`config.mk`:
```
export PLATFORM = sky130hd
export DESIGN_NAME = msched_unit
export DESIGN_NICKNAME = d
export VERILOG_FILES = /design/src/rtl/msched_unit.sv
export SDC_FILE = /design/constraint.sdc
export NUM_CORES = 1
export LEC_CHECK = 0
export ABC_AREA = 1
export CORE_MARGIN = 2
export CORE_UTILIZATION = 25
export DETAILED_ROUTE_END_ITERATION = 10
export DONT_BUFFER_PORTS = 1
export RECOVER_POWER = 50
export REMOVE_ABC_BUFFERS = 1
export SYNTH_ARGS = -nofsm -noshare
export SYNTH_HDL_FRONTEND = slang
export SYNTH_SLANG_ARGS = --single-unit
export TNS_END_PERCENT = 50
```
`constraint.sdc`:
```
create_clock -name clk -period 6.5 [get_ports clk]
set_input_delay 0.65 -clock clk [delete_from_list [all_inputs] [get_ports clk]]
set_output_delay 0.65 -clock clk [all_outputs]
set_load 0.005 [all_outputs]
```
`src/rtl/msched_unit.sv`:
```
module msched_unit (
  input  logic         clk,
  input  logic         rst_n,
  input  logic         in_valid,
  input  logic         in_op,
  input  logic [127:0] src_a,
  input  logic [127:0] src_b,
  input  logic [127:0] src_c,
  output logic         out_valid,
  output logic [127:0] out_word
);
  localparam int LW    = 32;
  localparam int NL    = 4;
  localparam int VW    = LW * NL;

  function automatic logic [LW-1:0] rotr(input logic [LW-1:0] x, input int n);
    return (x >> n) | (x << (LW - n));
  endfunction

  function automatic logic [LW-1:0] sig_lo(input logic [LW-1:0] x);
    return rotr(x, 7) ^ rotr(x, 18) ^ (x >> 3);
  endfunction

  function automatic logic [LW-1:0] sig_hi(input logic [LW-1:0] x);
    return rotr(x, 17) ^ rotr(x, 19) ^ (x >> 10);
  endfunction

  logic [LW-1:0] a [NL];
  logic [LW-1:0] b [NL];
  logic [LW-1:0] c [NL];
  logic [LW-1:0] p1 [NL];
  logic [LW-1:0] p2 [NL];
  logic [VW-1:0] p1_vec, p2_vec;

  for (genvar e = 0; e < NL; e++) begin : g_split
    assign a[e] = src_a[e*LW +: LW];
    assign b[e] = src_b[e*LW +: LW];
    assign c[e] = src_c[e*LW +: LW];
  end

  for (genvar e = 0; e < NL; e++) begin : g_part1
    if (e < NL - 1) begin : g_inner
      assign p1[e] = a[e] + sig_lo(a[e+1]);
    end else begin : g_edge
      assign p1[e] = a[e] + sig_lo(b[0]);
    end
    assign p1_vec[e*LW +: LW] = p1[e];
  end

  for (genvar e = 0; e < 2; e++) begin : g_part2_lo
    assign p2[e] = sig_hi(c[e+2]) + a[e] + b[e+1];
  end

  assign p2[2] = sig_hi(p2[0]) + a[2] + b[3];
  assign p2[3] = sig_hi(p2[1]) + a[3] + c[0];

  for (genvar e = 0; e < NL; e++) begin : g_pack2
    assign p2_vec[e*LW +: LW] = p2[e];
  end

  always_ff @(posedge clk) begin
    if (!rst_n) begin
      out_valid <= 1'b0;
      out_word  <= '0;
    end else begin
      out_valid <= in_valid;
      if (in_valid) out_word <= in_op ? p2_vec : p1_vec;
    end
  end
endmodule


```
==> run_results.csv <==
group,metric,value,unit
final_layout,seq_area,2580,um2
setup_path,rr_worst_depth,4,
logic_synthesis,synth_seq_cells,129,
cts,post-cts-setup-buffers,0,
cts,cts.sinks,129,
power_and_ir_drop,p_seq_frac,0.069,
sta,setup_viol_count_final,0,
logic_synthesis,yosysWarnings,0,
setup_path,critPathMaxStageDelay,0.50,ns
hold_path,hold_depth,2,
sta,hold_slack,0.286,ns
placed_design,finalWeightedCongestion,1.00,
cts,cts_tree,"built",
sta,fmax,0.169,GHz
logic_synthesis,synthesis.area,28100,um2
die,core_area,111000,um2
placed_design,hpwlAfterDp,120000,um
sta,maxSlewHeadroom,0.436,
placed_design,place_ws,0.110,ns
cts,clk_pin_slew,0.08,ns
die,ios,517,
final_layout,nNetsFinal,5168,
cts,numCtsBuffers,17,
setup_path,crit_type,"input port to register",
sta,hold_violations,0,
setup_path,startpoint_type,"input port",
status,status,"finished, final reports clean",
sta,fin_crit_sh,0.910,
sta,worst_slew_pin_slew,0.846,ns
die,row_count,122,
detailed_routing,wl,141000,um
cts,post_cts_resized,0,
cts,clkLatencyLatePin,0.51,ns
detailed_routing,drc,0,
hold_path,min_to,"out_valid",
power_and_ir_drop,internal-power,7360,uW
setup_path,cpMostUsedCell,"nand2_1",
power_and_ir_drop,vdd_drop_max,0.379,mV
detailed_routing,drt-initial-drc-count,2393,
placed_design,place_inst,5873,
final_layout,multi_input_area,22500,um2
setup_path,cp.arrival,6.33,ns
setup_path,end_kind,"register",
setup_path,crit_buf_inv,4,
final_layout,syn_to_final_growth,8.69,%
grt,antenna_found_initial,5,
detailed_routing,dr.pass1.iters,6,
detailed_routing,wl_per_cell,23.8,um
hold_path,hold_class,"input port to register",
sta,rsz0062_at_grt,"no",
sta,setup_tns,0,ns
hold_path,worstHoldStart,"rst_n",
setup_path,rrSetupSlack,5.61,ns
detailed_routing,postRouteAntennaNets,0,
sta,maxSlewViolCount,0,
detailed_routing,vias_per_cell,4.99,
setup_path,crit_path_max_fanout,3,
die,die_y,339,um
grt,grt_pass1_vias,28600,
final_layout,stdcell_count,5911,
sta,skew,0,ns
cts,htreeDepth,4,
logic_synthesis,synth-seq-area-share,0.0920,
power_and_ir_drop,leakage,0.0146,uW
power_and_ir_drop,p_clk_frac,0.052,
power_and_ir_drop,p_sw_frac,0.613,
die,dieArea,115000,um2
logic_synthesis,synthCells,4419,
setup_path,r2r-start,"out_word[36]",
power_and_ir_drop,p_per_area,623,nW/um2
cts,cts_hold_buf,0,
logic_synthesis,ys_types,50,
setup_path,cpMaxStageDelayCell,"fa_1",
grt,grt_max_degree,214,
sta,setup_ws,0.584,ns
placed_design,port_buffers,0,
grt,grt_overflow,0,
cts,root_buffer,"clkbuf_16",
grt,grt_pass1_wl,199000,um
logic_synthesis,syn_avg_cell_area,6.35,um2
run,max_cap_violations,0,
power_and_ir_drop,netSwitchingPower,11700,uW
setup_path,path_delay_family,"adder cells",
grt,grt_use_total,0.238,
setup_path,r2r_end,"out_word[36]",
final_layout,fillCellCount,12600,
sta,period_needed,5.92,ns
setup_path,cp.required,6.92,ns
die,initial_core_util,0.253,
power_and_ir_drop,combPwrFrac,0.879,
detailed_routing,vias,29500,
final_layout,layout-drive-gt1-share,0.0313,
cts,cts_max_path_buffers,2,
die,die_x,339,um
## flip-flops by register name, summed over array words and instances (netlist names)
name	cells
out_word	128
out_valid	1
## cells by family (layout without fill, tap and decap cells)
logic type | after synthesis | after routing | share of synthesized area
and+or+nand+nor | 1725 | 1725 | 0.259
AOI/OAI and AO/OA | 895 | 895 | 0.179
buffers and inverters | 780 | 777 | 0.105
xor gates and xnor gates | 514 | 514 | 0.162
adders and majority gates | 376 | 376 | 0.203
DFF | 129 | 129 | 0.0920
other | 0 | 7 | 0
## cells in the mapped netlist, drive strengths merged
cell type,count,share of area
nand2,906,0.12
inv,705,0.094
a21oi,406,0.073
nor2,376,0.051
nand3,326,0.059
o21ai,282,0.051
xor2,267,0.085
xnor2,247,0.078
ha,244,0.11
fa,132,0.094
dfxtp,129,0.092
o211ai,61,0.016
clkbuf,52,0.0070
o21bai,48,0.013
nand4,40,0.0089
nor3,34,0.0068
a31oi,28,0.0062
a21o,26,0.0070
nand3b,25,0.0067
buf,22,0.0036
o21a,21,0.0056
a21boi,16,0.0043
or2,6,0.0013
a31o,3,0.00094
and3,3,0.00067
nor4,3,0.00067
o221ai,3,0.00094
and2,2,0.00045
nand2b,2,0.00045
nor3b,2,0.00053
clkinv,1,0.00013
o31ai,1,0.00027
## how the worst max path moves through the flow
stage	from	end	slack [ns]	cells after the start
final	src_c[82]	out_word[95]	0.58	31
after global routing	src_c[123]	out_word[115]	0.09	32
after CTS	src_c[82]	out_word[95]	0.64	31
after detailed placement	src_c[82]	out_word[95]	0.11	31
after global placement	src_c[82]	out_word[95]	0.18	34
after floorplan	src_c[107]	out_word[115]	0.88	33
## cells in the final DEF (no fill, tap or decap), drive strengths merged, types with 129 or more instances in the layout
cell type  instances
xor2             267
nand2            906
xnor2            247
fa               132
dfxtp            129
a21oi            406
o21ai            282
ha               244
inv              705
nor2             376
nand3            326
## metrics by stage
stage                     cell area, um2  total power (uW)  utilization
final                              30500             19000        0.275
after global routing               30500             20900        0.275
after global placement             29900             17700        0.270
after floorplan                    27800             12600            -
after CTS                          30500             18800        0.275
after detailed placement           29900             17700        0.270
## layout make-up
type | instances | area share
diodes | 7 | 0.000574
clock buffers | 18 | 0.0144
multi-input cells | 3510 | 0.739
inverters | 706 | 0.0869
well taps | 1488 | 0.0610
flip-flops and latches | 129 | 0.0846
repair buffers | 40 | 0.00984
clock inverters | 13 | 0.00381
## routing by layer
layer  track usage  part of all wire
met1         0.283              0.40
met2         0.393              0.46
met3        0.0750             0.096
met4         0.105             0.044
met5             0                 0
## power groups by stage
stage / sequential (uW) / combinational (uW) / clock (uW)
after floorplan: 1160 / 11400 / 0
after detailed placement: 1350 / 16400 / 0
final: 1320 / 16700 / 987
after global routing: 1340 / 18500 / 1030
after CTS: 1330 / 16500 / 1010
after global placement: 1350 / 16400 / 0
Power figures use the tool's default switching activity.
